$ cat src/rtl/spi_crc_pkg.sv
package spi_crc_pkg;

   typedef enum logic [1:0] {
      PH_DATA   = 2'd0,
      PH_CRC    = 2'd1,
      PH_SEALED = 2'd2
   } crc_phase_e;

endpackage

$ cat src/rtl/spi_crc_lfsr.sv
module spi_crc_lfsr #(
   parameter int W  = 16,
   parameter int NW = 8
) (
   input  logic         clk,
   input  logic         rst_n,
   input  logic         clr,
   input  logic         step,
   input  logic         wide,
   input  logic         din,
   input  logic [W-1:0] poly,
   output logic [W-1:0] crc
);

   logic [W-1:0] crc_q;
   logic [W-1:0] nxt;
   logic         fb;

   generate
      if (NW < 2 || NW >= W) begin : g_bad_width
         $error("spi_crc_lfsr: NW must be at least 2 and below W");
      end
   endgenerate

   assign fb = (wide ? crc_q[W-1] : crc_q[NW-1]) ^ din;

   generate
      for (genvar i = 0; i < W; i++) begin : g_tap
         if (i == 0) begin : g_lsb
            assign nxt[i] = fb & poly[i];
         end else if (i < NW) begin : g_low
            assign nxt[i] = crc_q[i-1] ^ (fb & poly[i]);
         end else begin : g_high
            assign nxt[i] = wide & (crc_q[i-1] ^ (fb & poly[i]));
         end
      end
   endgenerate

   always_ff @(posedge clk or negedge rst_n) begin
      if (!rst_n)    crc_q <= '0;
      else if (clr)  crc_q <= '0;
      else if (step) crc_q <= nxt;
   end

   assign crc = crc_q;


   narrow_hi_zero_chk: assert property (@(posedge clk) disable iff (!rst_n)
      (step && !wide) |=> (crc_q[W-1:NW] == '0));

endmodule

$ cat src/rtl/spi_crc_seq.sv
module spi_crc_seq
   import spi_crc_pkg::*;
#(
   parameter int W  = 16,
   parameter int NW = 8,
   localparam int BW = $clog2(W)
) (
   input  logic          clk,
   input  logic          rst_n,
   input  logic          en,
   input  logic          clr,
   input  logic          wide,
   input  logic          pulse,
   input  logic          arm_sw,
   input  logic          arm_dma,
   output crc_phase_e    phase,
   output logic [BW-1:0] bit_idx,
   output logic [BW-1:0] top_idx,
   output logic          calc_step,
   output logic          crc_done
);

   crc_phase_e    ph_q;
   logic [BW-1:0] idx_q;
   logic          pend_q;
   logic          frame_end;

   assign top_idx   = wide ? BW'(W - 1) : BW'(NW - 1);
   assign frame_end = en && pulse && (idx_q == top_idx);

   always_ff @(posedge clk or negedge rst_n) begin
      if (!rst_n) begin
         ph_q   <= PH_DATA;
         idx_q  <= '0;
         pend_q <= 1'b0;
      end else if (clr) begin
         ph_q   <= PH_DATA;
         idx_q  <= '0;
         pend_q <= 1'b0;
      end else if (en) begin
         if (pulse) idx_q <= frame_end ? '0 : idx_q + 1'b1;
         unique case (ph_q)
            PH_DATA: begin
               if (frame_end && (pend_q || arm_sw)) begin
                  ph_q   <= PH_CRC;
                  pend_q <= 1'b0;
               end else if (arm_dma && !pulse && idx_q == '0) begin
                  ph_q   <= PH_CRC;
                  pend_q <= 1'b0;
               end else if (arm_sw) begin
                  pend_q <= 1'b1;
               end
            end
            PH_CRC:    if (frame_end) ph_q <= PH_SEALED;
            default:   ph_q <= PH_SEALED;
         endcase
      end
   end

   assign phase     = ph_q;
   assign bit_idx   = idx_q;
   assign calc_step = en && pulse && (ph_q == PH_DATA);
   assign crc_done  = frame_end && (ph_q == PH_CRC);


   sealed_no_reentry_chk: assert property (@(posedge clk) disable iff (!rst_n)
      (ph_q == PH_SEALED && !clr) |=> (ph_q != PH_CRC));

endmodule

$ cat src/rtl/spi_crc_rxchk.sv
module spi_crc_rxchk #(
   parameter int W  = 16,
   parameter int NW = 8
) (
   input  logic         clk,
   input  logic         rst_n,
   input  logic         clr,
   input  logic         wide,
   input  logic         cap_en,
   input  logic         rx_bit,
   input  logic         done,
   input  logic [W-1:0] ref_crc,
   input  logic         err_clr,
   output logic         crc_err
);

   logic [W-1:0] cap_q;
   logic         done_q;
   logic         err_q;
   logic         mismatch;

   always_ff @(posedge clk or negedge rst_n) begin
      if (!rst_n)      cap_q <= '0;
      else if (clr)    cap_q <= '0;
      else if (cap_en) cap_q <= {cap_q[W-2:0], rx_bit};
   end

   always_ff @(posedge clk or negedge rst_n) begin
      if (!rst_n) done_q <= 1'b0;
      else        done_q <= done;
   end

   assign mismatch = wide ? (cap_q != ref_crc)
                          : (cap_q[NW-1:0] != ref_crc[NW-1:0]);

   always_ff @(posedge clk or negedge rst_n) begin
      if (!rst_n)                  err_q <= 1'b0;
      else if (done_q && mismatch) err_q <= 1'b1;
      else if (err_clr)            err_q <= 1'b0;
   end

   assign crc_err = err_q;


   err_sticky_chk: assert property (@(posedge clk) disable iff (!rst_n)
      (err_q && !err_clr) |=> err_q);


   err_after_frame_chk: assert property (@(posedge clk) disable iff (!rst_n)
      $rose(err_q) |-> $past(done, 2));

endmodule

$ cat src/rtl/spi_crc_engine.sv
module spi_crc_engine
   import spi_crc_pkg::*;
#(
   parameter int W  = 16,
   parameter int NW = 8,
   localparam int BW = $clog2(W)
) (
   input  logic         clk,
   input  logic         rst_n,
   input  logic         crc_en,
   input  logic         frame16,
   input  logic [W-1:0] poly,
   input  logic         sclk_pulse,
   input  logic         tx_bit,
   input  logic         rx_bit,
   input  logic         crc_next,
   input  logic         dma_en,
   input  logic         dma_last,
   input  logic         err_ie,
   input  logic         err_clr,
   output logic         tx_use_crc,
   output logic         tx_crc_bit,
   output logic [W-1:0] tx_crc,
   output logic [W-1:0] rx_crc,
   output logic         crc_err,
   output logic         irq
);

   localparam int NCALC = 2;

   logic          en_q;
   logic          clr;
   crc_phase_e    phase;
   logic [BW-1:0] bit_idx;
   logic [BW-1:0] top_idx;
   logic          calc_step;
   logic          crc_done;
   logic          in_crc;
   logic [W-1:0]  crc_q [NCALC];
   logic [NCALC-1:0] din;

   always_ff @(posedge clk or negedge rst_n) begin
      if (!rst_n) en_q <= 1'b0;
      else        en_q <= crc_en;
   end

   assign clr = crc_en && !en_q;

   spi_crc_seq #(.W(W), .NW(NW)) u_seq (
      .clk       (clk),
      .rst_n     (rst_n),
      .en        (crc_en),
      .clr       (clr),
      .wide      (frame16),
      .pulse     (sclk_pulse),
      .arm_sw    (crc_next),
      .arm_dma   (dma_en && dma_last),
      .phase     (phase),
      .bit_idx   (bit_idx),
      .top_idx   (top_idx),
      .calc_step (calc_step),
      .crc_done  (crc_done)
   );

   assign din = {rx_bit, tx_bit};

   generate
      for (genvar g = 0; g < NCALC; g++) begin : g_calc
         spi_crc_lfsr #(.W(W), .NW(NW)) u_lfsr (
            .clk   (clk),
            .rst_n (rst_n),
            .clr   (clr),
            .step  (calc_step),
            .wide  (frame16),
            .din   (din[g]),
            .poly  (poly),
            .crc   (crc_q[g])
         );
      end
   endgenerate

   assign tx_crc = crc_q[0];
   assign rx_crc = crc_q[1];
   assign in_crc = (phase == PH_CRC);

   spi_crc_rxchk #(.W(W), .NW(NW)) u_rxchk (
      .clk     (clk),
      .rst_n   (rst_n),
      .clr     (clr),
      .wide    (frame16),
      .cap_en  (in_crc && crc_en && sclk_pulse),
      .rx_bit  (rx_bit),
      .done    (crc_done),
      .ref_crc (rx_crc),
      .err_clr (err_clr),
      .crc_err (crc_err)
   );

   assign tx_use_crc = in_crc;
   assign tx_crc_bit = in_crc && tx_crc[top_idx - bit_idx];
   assign irq        = crc_err && err_ie;


   enable_clears_chk: assert property (@(posedge clk) disable iff (!rst_n)
      $rose(crc_en) |=> (tx_crc == '0 && rx_crc == '0));


   frozen_after_crc_chk: assert property (@(posedge clk) disable iff (!rst_n)
      ($past(phase) != PH_DATA && phase != PH_DATA) |->
         ($stable(tx_crc) && $stable(rx_crc)));

endmodule

$ cat config.mk
export PLATFORM = sky130hd
export DESIGN_NAME = spi_crc_engine
export DESIGN_NICKNAME = d
export VERILOG_FILES = /design/src/rtl/spi_crc_pkg.sv /design/src/rtl/spi_crc_lfsr.sv /design/src/rtl/spi_crc_seq.sv /design/src/rtl/spi_crc_rxchk.sv /design/src/rtl/spi_crc_engine.sv
export SDC_FILE = /design/constraint.sdc
export NUM_CORES = 1
export LEC_CHECK = 0
export BUFFER_PORTS_ARGS = -buffer_cell sky130_fd_sc_hd__buf_2
export CORE_MARGIN = 1.5
export CORE_UTILIZATION = 48
export DETAILED_ROUTE_END_ITERATION = 16
export HOLD_SLACK_MARGIN = 0.02
export PLACE_DENSITY = 0.71
export SLEW_MARGIN = 30
export SYNTH_ARGS = -nofsm -noshare
export SYNTH_HDL_FRONTEND = slang
export SYNTH_SLANG_ARGS = --single-unit
export TNS_END_PERCENT = 20
$ cat constraint.sdc
create_clock -name clk -period 4.2 [get_ports clk]
set_input_delay 0.42 -clock clk [delete_from_list [all_inputs] [get_ports clk]]
set_output_delay 0.42 -clock clk [all_outputs]
set_load 0.01 [all_outputs]
# Word level (Yosys, flattened, before mapping)
# Cells that the tools add are included.
# totals
register_bits	58
out_inout_bits	36
elab_cells	157
# classes
add_sub_neg	2
n_eq_ne	6
n_mux	30
reduce_logical	29
order_cmp	1
bitwise	80
# ops
operator	count
16-bit 2-to-1 mux	6
1-bit AND	48
1-bit XOR	32
4-bit 2-to-1 mux	5
16-bit != test	1
1-bit logical AND	14
1-bit 2-to-1 mux	12
2-bit nonzero test	6
2-bit 2-to-1 mux	5
8-bit != test	1
3-bit AND reduction	2
4-bit by 5-bit less-than comparator with 1-bit output (second input constant)	1
4-bit by 1-bit adder with 4-bit output (second input constant)	1
1-bit binary-select mux with 4-bit select	1
4-bit == test	1
4-bit logical NOT	1
4-bit by 2-bit != test with 1-bit output (second input constant)	1
2-bit one-hot mux with 2 select lines	1
4-bit nonzero test	1
4-bit subtractor	1
3-bit by 2-bit != test with 1-bit output (second input constant)	1
2-bit by 1-bit == test with 1-bit output (second input constant)	1
1-bit logical NOT	2
2-bit logical NOT	1
2 further kinds	2

# Longest topological paths before layout
# depth
word_depth	8
mapped_depth	7
ltp_nobuf	5

# By module
# From an unflattened synthesis, not the netlist that was laid out.
# unflattened
cells_unflattened	394
area_unflattened_um2	3812.4
# by_module_without_submodules
module	area_each_um2	seq_area_each_um2	instances	cells_each
spi_crc_lfsr	1066.0	400.4	2	114
spi_crc_rxchk	894.6	450.4	1	78
spi_crc_seq	444.2	175.2	1	51
spi_crc_engine	341.6	25.0	1	37

# Worst setup path before layout
# Ideal clock, no wire load.
# synth_timing
kind	reg2out
startpoint	register u_seq.idx_q[0], in the netlist u_seq.bit_idx[0]
endpoint	output tx_crc_bit
path_stages_with_launch	5
required_ns	3.780
path_buffers	1
slack_ns	2.158
t_arrival_ns	1.622
cell_sequence	dfrtp_1 -> buf_6 -> mux4_1 -> mux4_2 -> and2_1
# synth_between
elab_chain_len	4
# synth_lines
element	line_no	rtl
from (decl)	spi_crc_seq.sv:24	logic [BW-1:0] idx_q;
from (signal assigned)	spi_crc_seq.sv:41	if (pulse) idx_q <= frame_end ? '0 : idx_q + 1'b1;
4-bit subtractor	spi_crc_engine.sv:100	assign tx_crc_bit = in_crc && tx_crc[top_idx - bit_idx];
1-bit binary-select mux with 4-bit select	spi_crc_engine.sv:100	
1-bit 2-to-1 mux (not written as such)	spi_crc_engine.sv:100	
1-bit logical AND	spi_crc_engine.sv:100	
to (decl)	spi_crc_engine.sv:22	output logic tx_crc_bit,
# Every way passes these cells. The select of a mux whose other input is x is not followed.

# Worst setup path in the final report
# Ends and elaborated chain as after synthesis.

==> results.yml <==
status:
  status: "completed"
sta:
  setup_tns_ns: 0
  rsz0062_at_grt: "false"
  clock.fmax_mhz: 373.0
  finClkSkew_ns: 0.01220
  setup-violations-final: 0
  min_period_ns: 2.681
  fin_crit_sh_pct: 63.84
  relSlewSlack_pct: 50.26
  hold_viol: 0
  slew_viol_final: 0
  worstMarginPinSlew_ns: 0.7421
synth:
  synth_warnings: 0
  synth_edf_count: 0
  syn_area_mm2: 0.003289
  synth_most_common_cell: "nand2_1"
  synthCells: 336
  synth_flop_cell: "dfrtp_1"
  synth_common_cells: "64 x nand2_1, 58 x dfrtp_1, 33 x and2_1"
  synth_top_area_share_pct: 44.12
  async_flop_share_pct: 100.0
  ys_top_cells_by_area: "dfrtp_1 44%, nand4b_1 8.0%, nand2_1 7.3%"
  synth.largest_area_cell: "dfrtp_1"
  synth-seq-area-share_pct: 44.12
  synth_cell_types: 33
  ys_seq_elements: 58
  syn_area_per_cell_um2: 9.790
  syn-num-nets: 366
pwr:
  power_density_mw_per_mm2: 365.0
  ir_drop_v: 0.0002052
  power.leakage_nw: 1.726
  power_mw: 1.419
final_layout:
  drive_gt1_share_pct: 23.10
  syn2layout_area_growth_pct: 18.22
  num_antenna_cells: 0
  nFillCells: 552
  nets: 419
cts:
  cts_sinks: 58
  htreeDepth: 3
  cts_tree: "built"
  cts_hold_buf: 0
  clk_latency_ns: 0.34
  numCtsBuffers: 9
  clockBufferDepth: 2
  cts.clk_slew.worst_paths_ns: 0.07
  cts_resized: 0
  clockRootBuffer: "clkbuf_8"
  post_cts_buffers: 0
setup_path:
  crit_fanout: 9
  critPathKind: "reg -> out"
  critical_path.startpoint_type: "flop"
  crit_path_max_incr_delay_ns: 0.61
  worstPathArrival_ns: 2.26
  end_kind: "output pin"
  crit_chain: "mux4_1 -> mux4_2 -> and2_1 -> buf_2"
  cp_data_required_time_ns: 3.78
  cp_slowest_cell: "mux4_1"
detailed_routing:
  ant_nets: 0
  viasPerCell: 6.008
  wl_um: 7874
  wl_per_cell_um: 16.72
  dr.pass1.iters: 5
  vias: 2830
  drc_errors: 0
  initialDrtViolationCount: 174
global_routing:
  use_met2_pct: 35.58
  use_met3_pct: 6.352
  grt_pass1_vias: 2636
  busiest_layer: "met2"
  grt_pass1_wl_um: 13250
  grtUsageTotal_pct: 23.24
  met1_usage_pct: 32.87
  antenna_found_initial: 0
  overflow: 0
  grt_max_degree: 59
floorplanning:
  start_util_pct: 50.65
  fp.dieH_um: 85.78
  ios: 64
  dieArea_mm2: 0.007358
  fp.dieW_um: 85.78
  fp.coreArea_mm2: 0.006495
  num_rows: 29
place:
  dp_hpwl_um: 5587
  port_buffers: 63
  gp_congestion: 0.8551
flow_run:
  drv_cap: 0
min_path:
  hp-class: "in -> async"
[area by class of cell]
class | count | area (µm²) | share of cell area, %
clock buffers | 11 | 141.4 | 3.636
multi-input cells | 248 | 1762 | 45.30
inverters | 6 | 22.52 | 0.5792
flip-flops and latches | 58 | 1451 | 37.32
clock inverters | 5 | 77.57 | 1.995
well taps | 77 | 96.34 | 2.477
repair buffers | 66 | 337.8 | 8.687
[where the power goes]
| group | internal, mW | switching [mW] |
|---|---|---|
| clock | 0.348 | 0.231 |
| sequential | 0.586 | 0.0426 |
| combinational | 0.0922 | 0.119 |
| total | 1.03 | 0.393 |
[cell usage in the layout (no fill, tap or decap), types with 2 or more instances in the layout]
cell type / n
nand2_1: 64
buf_2: 63
dfrtp_1: 58
and2_1: 33
o211ai_1: 32
nand4b_1: 30
a22o_1: 16
xnor2_1: 16
clkbuf_8: 10
inv_1: 6
o21ai_0: 6
nand4_1: 5
nand3_1: 5
a21oi_1: 4
nor2_1: 3
mux4_2: 3
a32o_1: 3
buf_4: 3
nand2b_1: 2
and3_1: 2
mux4_1: 2
mux2i_1: 2
xnor2_4: 2
nor3b_1: 2
o21ai_1: 2
a31oi_1: 2
ha_1: 2
bufinv_16: 2
clkinv_2: 2
[per-layer routing]
metal / part of all wire [%] / vias up / routed length [µm]
met1: 46 / 1400 / 3619
met3: 6.1 / 11 / 483
met4: 1.1 / 0 / 89
li1: - / 1339 / -
met2: 47 / 80 / 3681
met5: 0 / - / 0
[kinds of logic after synthesis]
logic type	after synthesis	share of synthesized area (%)
AND/OR/NAND/NOR	150	25.56
AO/OA/AOI/OAI	70	15.94
flip-flops	58	44.12
buffers and inverters	30	4.070
XOR/XNOR	19	5.287
multiplexers	7	4.260
adder cells (fa/ha/maj)	2	0.7606
[sequential cells by signal, indices dropped and copies added, names as in the netlist]
register,cells
g_calc.u_lfsr.crc,32
u_rxchk.cap_q,16
u_seq.bit_idx,4
u_seq.phase,2
en_q,1
u_rxchk.crc_err,1
u_rxchk.done_q,1
u_seq.pend_q,1
[through the flow]
step / cells / worst slack [ns] / instance area (µm²) / util [%] / hold slack, ns
after global routing: 471 / 1.426 / 3889 / 59.87 / 0.2902
after global placement: 455 / 1.931 / 3636 / 55.98 / 0.4907
after detailed placement: 455 / 1.867 / 3669 / 56.48 / 0.5037
after floorplan: 336 / 2.158 / 3289 / - / 0.1244
final: 471 / 1.519 / 3889 / 59.87 / 0.2207
after CTS: 471 / 1.493 / 3887 / 59.85 / 0.2418
[worst paths after layout]
kind                       slack (ns)  cells past startpoint                       to             start
min in group clk                 0.34                      3          u_rxchk.crc_err           err_clr
min reg2reg                      0.51                      2          u_rxchk.crc_err   u_rxchk.crc_err
max                              1.52                      4               tx_crc_bit  u_seq.bit_idx[0]
min                              0.22                      2         u_rxchk.cap_q[3]             rst_n
max in group asynchronous        3.49                      2  g_calc[0].u_lfsr.crc[5]             rst_n
max reg2reg                      2.17                      5  g_calc[0].u_lfsr.crc[2]              en_q
[worst max-delay path: cells and delay by family, from the launching register on]
family                 cells  cell delay [ns]
and+or+nand+nor            1             0.17
DFF                        1             0.54
muxes                      2             1.09
buffers and inverters      1             0.13
Power figures use the tool's default switching activity.
